**config.mk**
```make
export PLATFORM = sky130hd
export DESIGN_NAME = qos_level_ctrl
export DESIGN_NICKNAME = d
export VERILOG_FILES = /design/src/rtl/qos_ctrl_pkg.sv /design/src/rtl/qos_ctrl_reg.sv /design/src/rtl/qos_sync_edge.sv /design/src/rtl/qos_bw_limiter.sv /design/src/rtl/qos_level_mux.sv /design/src/rtl/qos_level_ctrl.sv
export SDC_FILE = /design/constraint.sdc
export NUM_CORES = 1
export LEC_CHECK = 0
export ABC_AREA = 1
export BUFFER_PORTS_ARGS = -buffer_cell sky130_fd_sc_hd__buf_4
export CORE_UTILIZATION = 45
export DETAILED_ROUTE_END_ITERATION = 8
export GPL_TIMING_DRIVEN = 0
export PLACE_DENSITY = 0.72
export SLEW_MARGIN = 20
export SYNTH_ARGS = -nofsm -noshare
export SYNTH_HDL_FRONTEND = slang
export SYNTH_SLANG_ARGS = --single-unit
export TNS_END_PERCENT = 10
```
**constraint.sdc**
```tcl
create_clock -name clk -period 4.54 [get_ports clk]
set_input_delay 0.908 -clock clk [delete_from_list [all_inputs] [get_ports clk]]
set_output_delay 0.908 -clock clk [all_outputs]
set_load 0.03 [all_outputs]
```
**src/rtl/qos_ctrl_pkg.sv**
```systemverilog
package qos_ctrl_pkg;

   // Control bit positions (software-visible layout)
   localparam int unsigned CTRL_SOCK_BIT   = 0;
   localparam int unsigned CTRL_THRSEL_BIT = 1;
   localparam int unsigned CTRL_PCLK_BIT   = 2;
   localparam int unsigned CTRL_LIMGATE_BIT = 3;
   localparam int unsigned CTRL_LIVE_BITS  = 4;

   typedef struct packed {
      logic lim_gate_en;   // bit 3
      logic port_clk_en;   // bit 2
      logic thr_sel_en;    // bit 1
      logic sock_merge_en; // bit 0
   } qos_ctrl_t;

endpackage

```
**src/rtl/qos_ctrl_reg.sv**
```systemverilog
module qos_ctrl_reg
   import qos_ctrl_pkg::*;
#(
   parameter int unsigned REG_W = 32
) (
   input  logic             clk,
   input  logic             rst_n,
   input  logic             wr_en,
   input  logic [REG_W-1:0] wdata,
   output qos_ctrl_t        ctrl,
   output logic [REG_W-1:0] rdata
);

   localparam int unsigned PAD_W = REG_W - CTRL_LIVE_BITS;

   qos_ctrl_t ctrl_q;

   always_ff @(posedge clk or negedge rst_n) begin
      if (!rst_n) begin
         ctrl_q <= '0;
      end else if (wr_en) begin
         ctrl_q.lim_gate_en   <= wdata[CTRL_LIMGATE_BIT];
         ctrl_q.port_clk_en   <= wdata[CTRL_PCLK_BIT];
         ctrl_q.thr_sel_en    <= wdata[CTRL_THRSEL_BIT];
         ctrl_q.sock_merge_en <= wdata[CTRL_SOCK_BIT];
      end
   end

   assign ctrl  = ctrl_q;
   assign rdata = {{PAD_W{1'b0}}, ctrl_q};

endmodule

```
**src/rtl/qos_sync_edge.sv**
```systemverilog
module qos_sync_edge #(
   parameter int unsigned STAGES = 2
) (
   input  logic clk,
   input  logic rst_n,
   input  logic async_in,
   output logic level_out,
   output logic rise_out
);

   logic [STAGES-1:0] chain_q;
   logic              prev_q;

   always_ff @(posedge clk or negedge rst_n) begin
      if (!rst_n) begin
         chain_q <= '0;
         prev_q  <= 1'b0;
      end else begin
         chain_q[0] <= async_in;
         prev_q     <= chain_q[STAGES-1];
      end
   end

   for (genvar s = 1; s < STAGES; s++) begin : g_stage
      always_ff @(posedge clk or negedge rst_n) begin
         if (!rst_n) chain_q[s] <= 1'b0;
         else        chain_q[s] <= chain_q[s-1];
      end
   end

   assign level_out = chain_q[STAGES-1];
   assign rise_out  = chain_q[STAGES-1] & ~prev_q;

endmodule

```
**src/rtl/qos_bw_limiter.sv**
```systemverilog
module qos_bw_limiter #(
   parameter int unsigned CNT_W  = 16,
   parameter int unsigned BYTE_W = 8
) (
   input  logic              clk,
   input  logic              rst_n,
   input  logic              active,
   input  logic              tick,
   input  logic              xfer_valid,
   input  logic [BYTE_W-1:0] xfer_bytes,
   input  logic [CNT_W-1:0]  rate,
   input  logic [CNT_W-1:0]  burst,
   output logic [CNT_W-1:0]  count,
   output logic              stall
);

   localparam int unsigned SUM_W = CNT_W + 1;

   logic [CNT_W-1:0] cnt_q;
   logic [SUM_W-1:0] sum_w;
   logic [CNT_W-1:0] sat_w;
   logic [CNT_W-1:0] dec_w;
   logic [CNT_W-1:0] nxt_w;

   always_comb begin
      sum_w = {1'b0, cnt_q} + (xfer_valid ? SUM_W'(xfer_bytes) : '0);
      sat_w = sum_w[CNT_W] ? '1 : sum_w[CNT_W-1:0];
      dec_w = tick ? rate : '0;
      nxt_w = (sat_w > dec_w) ? (sat_w - dec_w) : '0;
   end

   always_ff @(posedge clk or negedge rst_n) begin
      if (!rst_n)       cnt_q <= '0;
      else if (!active) cnt_q <= '0;
      else              cnt_q <= nxt_w;
   end

   assign count = cnt_q;
   assign stall = active && (cnt_q > burst);

endmodule

```
**src/rtl/qos_level_mux.sv**
```systemverilog
module qos_level_mux #(
   parameter int unsigned LVL_W = 2
) (
   input  logic             thr_sel_en,
   input  logic             sock_merge_en,
   input  logic             thr_level,
   input  logic [LVL_W-1:0] prio_p0,
   input  logic [LVL_W-1:0] prio_p1,
   input  logic [LVL_W-1:0] sock_press,
   input  logic [LVL_W-1:0] sock_hurry,
   output logic [LVL_W-1:0] urgency,
   output logic [LVL_W-1:0] pressure,
   output logic [LVL_W-1:0] hurry
);

   logic [LVL_W-1:0] gen_lvl;

   always_comb begin
      gen_lvl = (thr_sel_en && thr_level) ? prio_p1 : prio_p0;
      urgency = gen_lvl;
      if (sock_merge_en) begin
         pressure = (sock_press > gen_lvl) ? sock_press : gen_lvl;
         hurry    = (sock_hurry > gen_lvl) ? sock_hurry : gen_lvl;
      end else begin
         pressure = gen_lvl;
         hurry    = gen_lvl;
      end
   end

endmodule

```
**src/rtl/qos_level_ctrl.sv**
```systemverilog
module qos_level_ctrl
   import qos_ctrl_pkg::*;
#(
   parameter int unsigned REG_W       = 32,
   parameter int unsigned LVL_W       = 2,
   parameter int unsigned CNT_W       = 16,
   parameter int unsigned BYTE_W      = 8,
   parameter int unsigned SYNC_STAGES = 2,
   parameter bit          USE_EXT_REF = 1'b1
) (
   input  logic              clk,
   input  logic              rst_n,
   input  logic              reg_wr_en,
   input  logic [REG_W-1:0]  reg_wdata,
   output logic [REG_W-1:0]  reg_rdata,
   input  logic              ext_thr_in,
   input  logic              ext_tick_in,
   input  logic [LVL_W-1:0]  sock_press,
   input  logic [LVL_W-1:0]  sock_hurry,
   input  logic [LVL_W-1:0]  prio_p0,
   input  logic [LVL_W-1:0]  prio_p1,
   input  logic [CNT_W-1:0]  cfg_rate,
   input  logic [CNT_W-1:0]  cfg_burst,
   input  logic              xfer_valid,
   input  logic [BYTE_W-1:0] xfer_bytes,
   output logic [LVL_W-1:0]  urgency,
   output logic [LVL_W-1:0]  pressure,
   output logic [LVL_W-1:0]  hurry,
   output logic              lim_stall,
   output logic [CNT_W-1:0]  lim_count
);

   initial begin : p_param_chk
      assert (REG_W >= CTRL_LIVE_BITS) else $fatal(1, "REG_W too small");
      assert (LVL_W >= 1)              else $fatal(1, "LVL_W must be >= 1");
      assert (CNT_W > BYTE_W)          else $fatal(1, "CNT_W must exceed BYTE_W");
      assert (SYNC_STAGES >= 2)        else $fatal(1, "SYNC_STAGES must be >= 2");
   end

   qos_ctrl_t ctrl;
   logic      thr_sync;
   logic      thr_rise_unused;
   logic      ref_pulse;
   logic      acct_tick;
   logic      lim_active;

   qos_ctrl_reg #(.REG_W(REG_W)) u_reg (
      .clk   (clk),
      .rst_n (rst_n),
      .wr_en (reg_wr_en),
      .wdata (reg_wdata),
      .ctrl  (ctrl),
      .rdata (reg_rdata)
   );

   qos_sync_edge #(.STAGES(SYNC_STAGES)) u_thr_sync (
      .clk       (clk),
      .rst_n     (rst_n),
      .async_in  (ext_thr_in),
      .level_out (thr_sync),
      .rise_out  (thr_rise_unused)
   );

   if (USE_EXT_REF) begin : g_ext_ref
      logic tick_level_unused;
      qos_sync_edge #(.STAGES(SYNC_STAGES)) u_tick_sync (
         .clk       (clk),
         .rst_n     (rst_n),
         .async_in  (ext_tick_in),
         .level_out (tick_level_unused),
         .rise_out  (ref_pulse)
      );
      assign acct_tick = ctrl.port_clk_en | ref_pulse;
   end else begin : g_int_only
      assign ref_pulse = 1'b0;
      assign acct_tick = 1'b1;
   end

   assign lim_active = !ctrl.lim_gate_en || thr_sync;

   qos_bw_limiter #(.CNT_W(CNT_W), .BYTE_W(BYTE_W)) u_lim (
      .clk        (clk),
      .rst_n      (rst_n),
      .active     (lim_active),
      .tick       (acct_tick),
      .xfer_valid (xfer_valid),
      .xfer_bytes (xfer_bytes),
      .rate       (cfg_rate),
      .burst      (cfg_burst),
      .count      (lim_count),
      .stall      (lim_stall)
   );

   qos_level_mux #(.LVL_W(LVL_W)) u_mux (
      .thr_sel_en    (ctrl.thr_sel_en),
      .sock_merge_en (ctrl.sock_merge_en),
      .thr_level     (thr_sync),
      .prio_p0       (prio_p0),
      .prio_p1       (prio_p1),
      .sock_press    (sock_press),
      .sock_hurry    (sock_hurry),
      .urgency       (urgency),
      .pressure      (pressure),
      .hurry         (hurry)
   );

endmodule

```
# Word-level counts from Yosys, hierarchy flattened
# Index checks and enable logic that the tools add are counted.
[classes]
reduce_logical = 4
n_bitwise = 3
n_lt_le_gt_ge = 4
n_mux = 10
n_addsub = 2
[op_table]
columns = ["operator", "n"]
rows = [
  ["$mux W16", 4],
  ["$gt A16 B16 Y1", 2],
  ["$add A16 B17 Y17", 1],
  ["$sub A16 B16 Y16", 1],
  ["$mux W2", 5],
  ["$mux W8", 1],
  ["$gt A2 B2 Y1", 2],
  ["$logic_and A1 B1 Y1", 2],
  ["$and A1 B1 Y1", 1],
  ["$logic_not A1 Y1", 1],
  ["$logic_or A1 B1 Y1", 1],
  ["$not A1 Y1", 1],
  ["$or A1 B1 Y1", 1],
]
[word_totals]
ff_bits = 25
input_bits = 86

# Longest topological paths before layout
# Gate-level depths: netlist (run 1).
[logic_depth]
ltp_word = 7
depth_mapped = 27
mapped_depth_nobuf = 25

# By module
# From an unflattened synthesis (run 1), not the netlist that was laid out.
[unflattened]
hier_cells = 573
area_unflattened_um2 = 3550.9
[modules_own_cells]
columns = ["module", "instances", "cells_each", "area_each_um2"]
rows = [
  ["qos_bw_limiter", 1, 470, 2792.7],
  ["qos_ctrl_reg", 1, 50, 392.9],
  ["qos_level_mux", 1, 38, 176.4],
  ["qos_sync_edge", 2, 5, 85.1],
  ["qos_level_ctrl", 1, 5, 18.8],
]

# Worst setup path before layout (run 1)
# Ideal clock, no wire load.
[synth_path]
path_type = "input-to-reg"
start = "input port xfer_valid"
end = "register u_lim.cnt_q[3] (netlist: u_lim.count[3])"
t_required_ps = 4416
path_buffers = 3
path_stages = 26
setup_slack_ps = 814
arrival_ps = 3601
path_cell_list = "clkbuf_1 > nand2_1 > inv_1 > ha_1 > fa_1 > nand2_1 > inv_1 > nand2_1 > nand2_1 > nand3_1 > nand2_1 > nand3b_2 > buf_4 > nand3_1 > ha_1 > nand2_2 > inv_1 > nand2_1 > nand2_1 > nand2_1 > nand2_1 > nor2_2 > nand2_2 > nand2_4 > buf_12 > nor2_4"
[synth_via]
elab_chain_len = 6
[synth_rtl]
columns = ["item", "line", "source"]
rows = [
  ["from (decl)", "qos_level_ctrl.sv:24", "input logic xfer_valid,"],
  ["$mux W8 (*)", "qos_bw_limiter.sv:26", "sum_w = {1'b0, cnt_q} + (xfer_valid ? SUM_W'(xfer_bytes) : '0);"],
  ["$add A16 B17 Y17 (*)", "qos_bw_limiter.sv:26", ""],
  ["$mux W16 (*)", "qos_bw_limiter.sv:27", "sat_w = sum_w[CNT_W] ? '1 : sum_w[CNT_W-1:0];"],
  ["$sub A16 B16 Y16 / $gt A16 B16 Y1 (equally long branches)", "qos_bw_limiter.sv:29", "nxt_w = (sat_w > dec_w) ? (sat_w - dec_w) : '0;"],
  ["$mux W16 (*)", "qos_bw_limiter.sv:29", ""],
  ["$mux W16 (*)", "qos_bw_limiter.sv:34", "else if (!active) cnt_q <= '0;"],
  ["to (signal assigned)", "qos_bw_limiter.sv:35", "else cnt_q <= nxt_w;"],
  ["to (decl)", "qos_bw_limiter.sv:19", "logic [CNT_W-1:0] cnt_q;"],
]
# Every way passes the cells marked *; elsewhere a longest branch is shown, timed or not.
# A chain may end at the register's enable or synchronous reset.

# Final worst setup path (run 1)
[layout_path]
start = "input port xfer_valid"
end = "register u_lim.cnt_q[7] (netlist: u_lim.count[7])"
# The elaborated chain is that of the path after synthesis.

==> impl_metrics.toml, run 1 <==
[cts]
cts_max_level = 1
ctsResizeCount = 0
cts.reportedPaths.clkPinSlew_ns = 0.09
numCtsBuffers = 3
cts_tree = "done"
clock_tree.root_cell = "clkbuf_8"
clkLatencyLatePin_ns = 0.27
cts_sinks = 25
cts_setup_buffers = 0
clockBufferDepth = 2
ctsHoldBuffers = 0

[synth]
yosysWarnings = 0
async_flop_share_pct = 100
yosys_most_used_dff = "dfrtp_1"
syn-cell-area_um2 = 3590
synth_cells = 564
syn_avg_cell_area_um2 = 6.37
synth-seq-cells = 25
ys_types = 36
synth-edff-count = 0
yosysTopAreaCell = "nand2_1"
synth_top_area_share_pct = 18.8
yosysSeqAreaShare_pct = 17.4
synth_area_leaders = "nand2_1 19%, dfrtp_1 17%, ha_1 16%"

[layout]
antennaDiodeCount = 0
drive_gt1_share_pct = 22.7
layout.nets = 813
post-route-util_pct = 58.2
final_cell_count_no_fill = 780
final_common_cell = "nand2_1"
final_cell_mix = "180 x nand2_1, 114 x buf_4, 112 x inv_1, 46 x ha_1, 31 x nand3_1"
area_growth_pct = 25.1

[detailed_routing]
routed.top_layer = "met4"
dr.first_iter.drc_count = 87
drc_errors = 0
dr_wl_met3_um = 369
wl_um = 8210
drt_pass1_iterations = 4
ant_nets = 0
avgViaCountPerCell = 4.56
wl_per_cell_um = 10.5
vias = 3558
dr_wl_met2_um = 3980
wl_met1_um = 3790

[place]
dp_cells = 776
portBuffers = 83
routabilityCongestion = 0.870
dpl.hpwl_um = 7430

[floorplan]
die_h_um = 91.4
start_util_pct = 46.5
fp-row-count = 32
die-area_um2 = 8350
core_um2 = 7730
fp.dieW_um = 91.4
io_pins = 141

[timing]
setup_violations = 0
fin_crit_ns = 4.00
slew_violations = 0
fin_tns_setup_ns = 0
worstMarginPinSlew_ns = 0.592
finClkSkew_ns = 0.0108
timing.final.crit_share_pct = 88.1
max_freq_ghz = 0.250
rsz0062_at_grt = "no"
relSlewSlack_pct = 60.1
timing_hold_violations_final = 0

[global_routing]
grt_pass1_wl_um = 14200
grt_max_degree = 26
grt_antenna_before_repair = 0
groute.usage.overall_pct = 20.7
grt_overflow = 0
grt_pass1_vias = 3312

[setup_path]
critPathLaunchType = "input pin"
max_stage_delay_ns = 0.41
crit_fanout = 10
critPathLaunch = "xfer_valid"
end_kind = "register"
critical_path_class = "in2reg"
r2r_start = "u_lim.count[0]"
worstPathArrival_ns = 4.14
worstPathRequired_ns = 4.69
r2r_setup_slack_ns = 1.04
cp_common_cell = "nand2_1"
slowest_stage = "ha_1"

[power]
p_leak_nw = 2.86
finalPower_w = 0.00140
powerDensity_nw_per_um2 = 311
vdd_drop_max_v = 0.000150

[run]
maxCapViolations = 0

[hold_path]
min_from = "u_thr_sync.chain_q[0]"
hp-class = "reg2reg"

[outcome]
outcome = "finished, final reports clean"
## worst max-delay path: cells and delay by family
family / cells / cell delay [ns]
buffers and inverters: 6 / 0.69
adders and majority gates: 3 / 0.98
and+or+nand+nor: 17 / 1.57
## flip-flops by register name, indices dropped and copies added, names as in the netlist
name / count
g_ext_ref.u_tick_sync.chain_q: 1
g_ext_ref.u_tick_sync.level_out: 1
g_ext_ref.u_tick_sync.prev_q: 1
u_lim.count: 16
u_reg.ctrl: 4
u_thr_sync.chain_q: 1
u_thr_sync.level_out: 1
## synth_stat cells (6+ instances only)
master / count
nand2_1: 180
inv_1: 112
ha_1: 46
buf_4: 31
nand3_1: 31
nor2_1: 29
dfrtp_1: 25
a21oi_1: 22
o21ai_0: 12
nor2_4: 11
nand2_2: 7
nand4_1: 7
nor3_1: 6
xnor2_1: 6
## path summary, 6_finish.rpt
path,end,depth (start not counted)
max in group asynchronous,u_lim.count[6],1
setup / recovery,u_lim.count[7],26
setup reg to reg,u_lim.count[7],23
hold / removal,u_thr_sync.level_out,0
hold reg to reg,u_thr_sync.level_out,0
min in group asynchronous,u_lim.count[4],1
## final cells by class
class                      count  area [µm²]
inverter                     116         437
clock buffer                   3        41.3
clock inverter                 1        7.51
buffer                        35         272
timing repair buffer          83         623
fill                         801        3230
sequential                    25         626
tap                          102         128
multi-input combinational    415        2360
## power breakdown
part           leakage [nW]  internal [W]  switching [W]  total [W]
clock                0.0217     0.0000620      0.0000675   0.000130
combinational          2.52      0.000373       0.000603   0.000975
sequential            0.325      0.000253      0.0000380   0.000291
## layer usage
layer,GRT usage [%],up-vias
met5,0,-
li1,-,1915
met2,38.8,79
met3,1.17,6
met4,4.37,0
met1,26.0,1558
## cells by family after synthesis
family	Yosys count	synth area share, %
XOR/XNOR	8	1.95
adder cells (fa/ha/maj)	48	17.1
other	1	0.104
AND/OR/NAND/NOR	286	36.2
flip-flops	25	17.4
AO/OA/AOI/OAI	42	6.58
multiplexers	3	0.905
buffers and inverters	151	19.7
## metrics by stage
step	area, µm²	worst slack [ns]	hold WS, ns
finish	4490	0.540	0.357
global route	4490	0.248	0.363
CTS	4490	0.511	0.358
detailed placement	4450	0.244	0.337
global placement	4450	0.304	0.336
floorplan	3690	0.814	0.331
No activity file was read; power rests on OpenSTA's default activity.
==> run 2, diff against run 1 <==
--- a/config.mk
+++ b/config.mk
@@ -7,10 +7,10 @@
 export LEC_CHECK = 0
 export ABC_AREA = 1
 export BUFFER_PORTS_ARGS = -buffer_cell sky130_fd_sc_hd__buf_4
-export CORE_UTILIZATION = 45
+export CORE_UTILIZATION = 35
 export DETAILED_ROUTE_END_ITERATION = 8
 export GPL_TIMING_DRIVEN = 0
-export PLACE_DENSITY = 0.72
+export PLACE_DENSITY = 0.58
 export SLEW_MARGIN = 20
 export SYNTH_ARGS = -nofsm -noshare
 export SYNTH_HDL_FRONTEND = slang
==> run 2 against run 1 <==
Worst hold slack about the same. Sequential cell count unchanged. Total power is 0.17% higher. Wire length up 6.3%. Clock skew down 0.0079 ns. Core utilization fell by 12 points. First-iteration DRC count decreased by 14%. Combinational power is essentially flat. Cell count rose by 4.0%. Fmax up 0.71%. Critical endpoint is now u_lim.count[6].
==> impl_metrics.toml, run 2 (same netlist as run 1, synthesis figures left out) <==
[setup_path]
critical_path_class = "in2reg"
worstPathRequired_ns = 4.70
cp_common_cell = "nand2_1"
r2r_setup_slack_ns = 1.07
end_kind = "register"
crit_fanout = 10
slowest_stage = "ha_1"
worstPathArrival_ns = 4.13
max_stage_delay_ns = 0.41
critPathLaunchType = "input pin"

[cts]
numCtsBuffers = 3
clkLatencyLatePin_ns = 0.27
cts_max_level = 1
cts_setup_buffers = 0
cts_tree = "done"
ctsHoldBuffers = 0
cts.reportedPaths.clkPinSlew_ns = 0.09
cts_sinks = 25
clock_tree.root_cell = "clkbuf_8"
clockBufferDepth = 2
ctsResizeCount = 0

[floorplan]
die_h_um = 103
io_pins = 141
fp-row-count = 36
start_util_pct = 36.4
die-area_um2 = 10700
fp.dieW_um = 103
core_um2 = 9860

[global_routing]
grt_pass1_wl_um = 13800
grt_max_degree = 26
grt_pass1_vias = 3230
grt_antenna_before_repair = 0
groute.usage.overall_pct = 16.8
grt_overflow = 0

[timing]
max_freq_ghz = 0.252
worstMarginPinSlew_ns = 0.585
fin_tns_setup_ns = 0
rsz0062_at_grt = "no"
timing.final.crit_share_pct = 87.5
setup_violations = 0
timing_hold_violations_final = 0
relSlewSlack_pct = 60.6
slew_violations = 0
finClkSkew_ns = 0.00285
fin_crit_ns = 3.97
setup_slack_ns = 0.568

[layout]
final_cell_count_no_fill = 811
nFillCells = 1029
post-route-util_pct = 45.9
layout.nets = 813
drive_gt1_share_pct = 22.6
largest_register_ffs = 16
area_growth_pct = 26.0
final_cell_mix = "180 x nand2_1, 114 x buf_4, 112 x inv_1, 46 x ha_1, 31 x nand3_1"
seq_area_um2 = 626
fin_area_um2 = 4530
final_common_cell = "nand2_1"
antennaDiodeCount = 0
multi_input_area_um2 = 2360

[detailed_routing]
dr.first_iter.drc_count = 75
wl_per_cell_um = 10.8
ant_nets = 0
vias = 3458
avgViaCountPerCell = 4.26
wl_um = 8730
drt_pass1_iterations = 4
drc_errors = 0

[power]
p_leak_nw = 2.87
vdd_drop_max_v = 0.000108
powerDensity_nw_per_um2 = 309

[place]
portBuffers = 83
dp_worst_setup_slack_ns = 0.238
placed_cell_area_um2 = 4480
dpl.hpwl_um = 7740
routabilityCongestion = 0.874
dp_cells = 807

[hold_path]
hp-class = "reg2reg"

[outcome]
outcome = "finished, final reports clean"

[run]
maxCapViolations = 0
==> run 2: area by class of cell <==
class	instances	share of cell area [%]
multi-input combinational	415	52.1
timing repair buffer	83	13.8
clock buffer	4	0.994
tap	133	3.67
sequential	25	13.8
buffer	35	5.99
inverter	116	9.64
==> run 2: worst max-delay path: cells and delay by family <==
kind                       cells  cell delay, ns
and+or+nand+nor               18            1.58
buffers and inverters          5            0.64
adders and majority gates      3            0.98
==> run 2: power breakdown <==
| part | internal [W] | total [W] | switching (W) |
|---|---|---|---|
| sequential | 0.000253 | 0.000291 | 0.0000386 |
| clock | 0.0000629 | 0.000134 | 0.0000710 |
| combinational | 0.000373 | 0.000973 | 0.000599 |
==> run 2: final timing paths <==
path | startpoint | to | depth (start not counted)
worst max-delay path | xfer_valid | u_lim.count[6] | 26
worst min-delay path | u_thr_sync.chain_q[0] | u_thr_sync.level_out | 0
worst max register to register | u_lim.count[0] | u_lim.count[6] | 23
worst min register to register | u_thr_sync.chain_q[0] | u_thr_sync.level_out | 0
max in group asynchronous | rst_n | u_lim.count[8] | 1
min in group asynchronous | rst_n | u_lim.count[6] | 1
==> run 2: metrics by stage <==
step	hold WS (ns)	power, W
floorplan	0.331	0.00103
global placement	0.334	0.00126
detailed placement	0.339	0.00128
CTS	0.358	0.00141
global route	0.379	0.00154
finish	0.357	0.00140
==> run 2: routing by layer <==
layer | vias up | GRT usage, % | share of wire [%]
met5 | - | 0 | 0
met2 | 88 | 31.5 | 47
met1 | 1445 | 20.3 | 46
met3 | 11 | 0.806 | 4.3
met4 | 0 | 5.85 | 2.2
li1 | 1914 | - | -
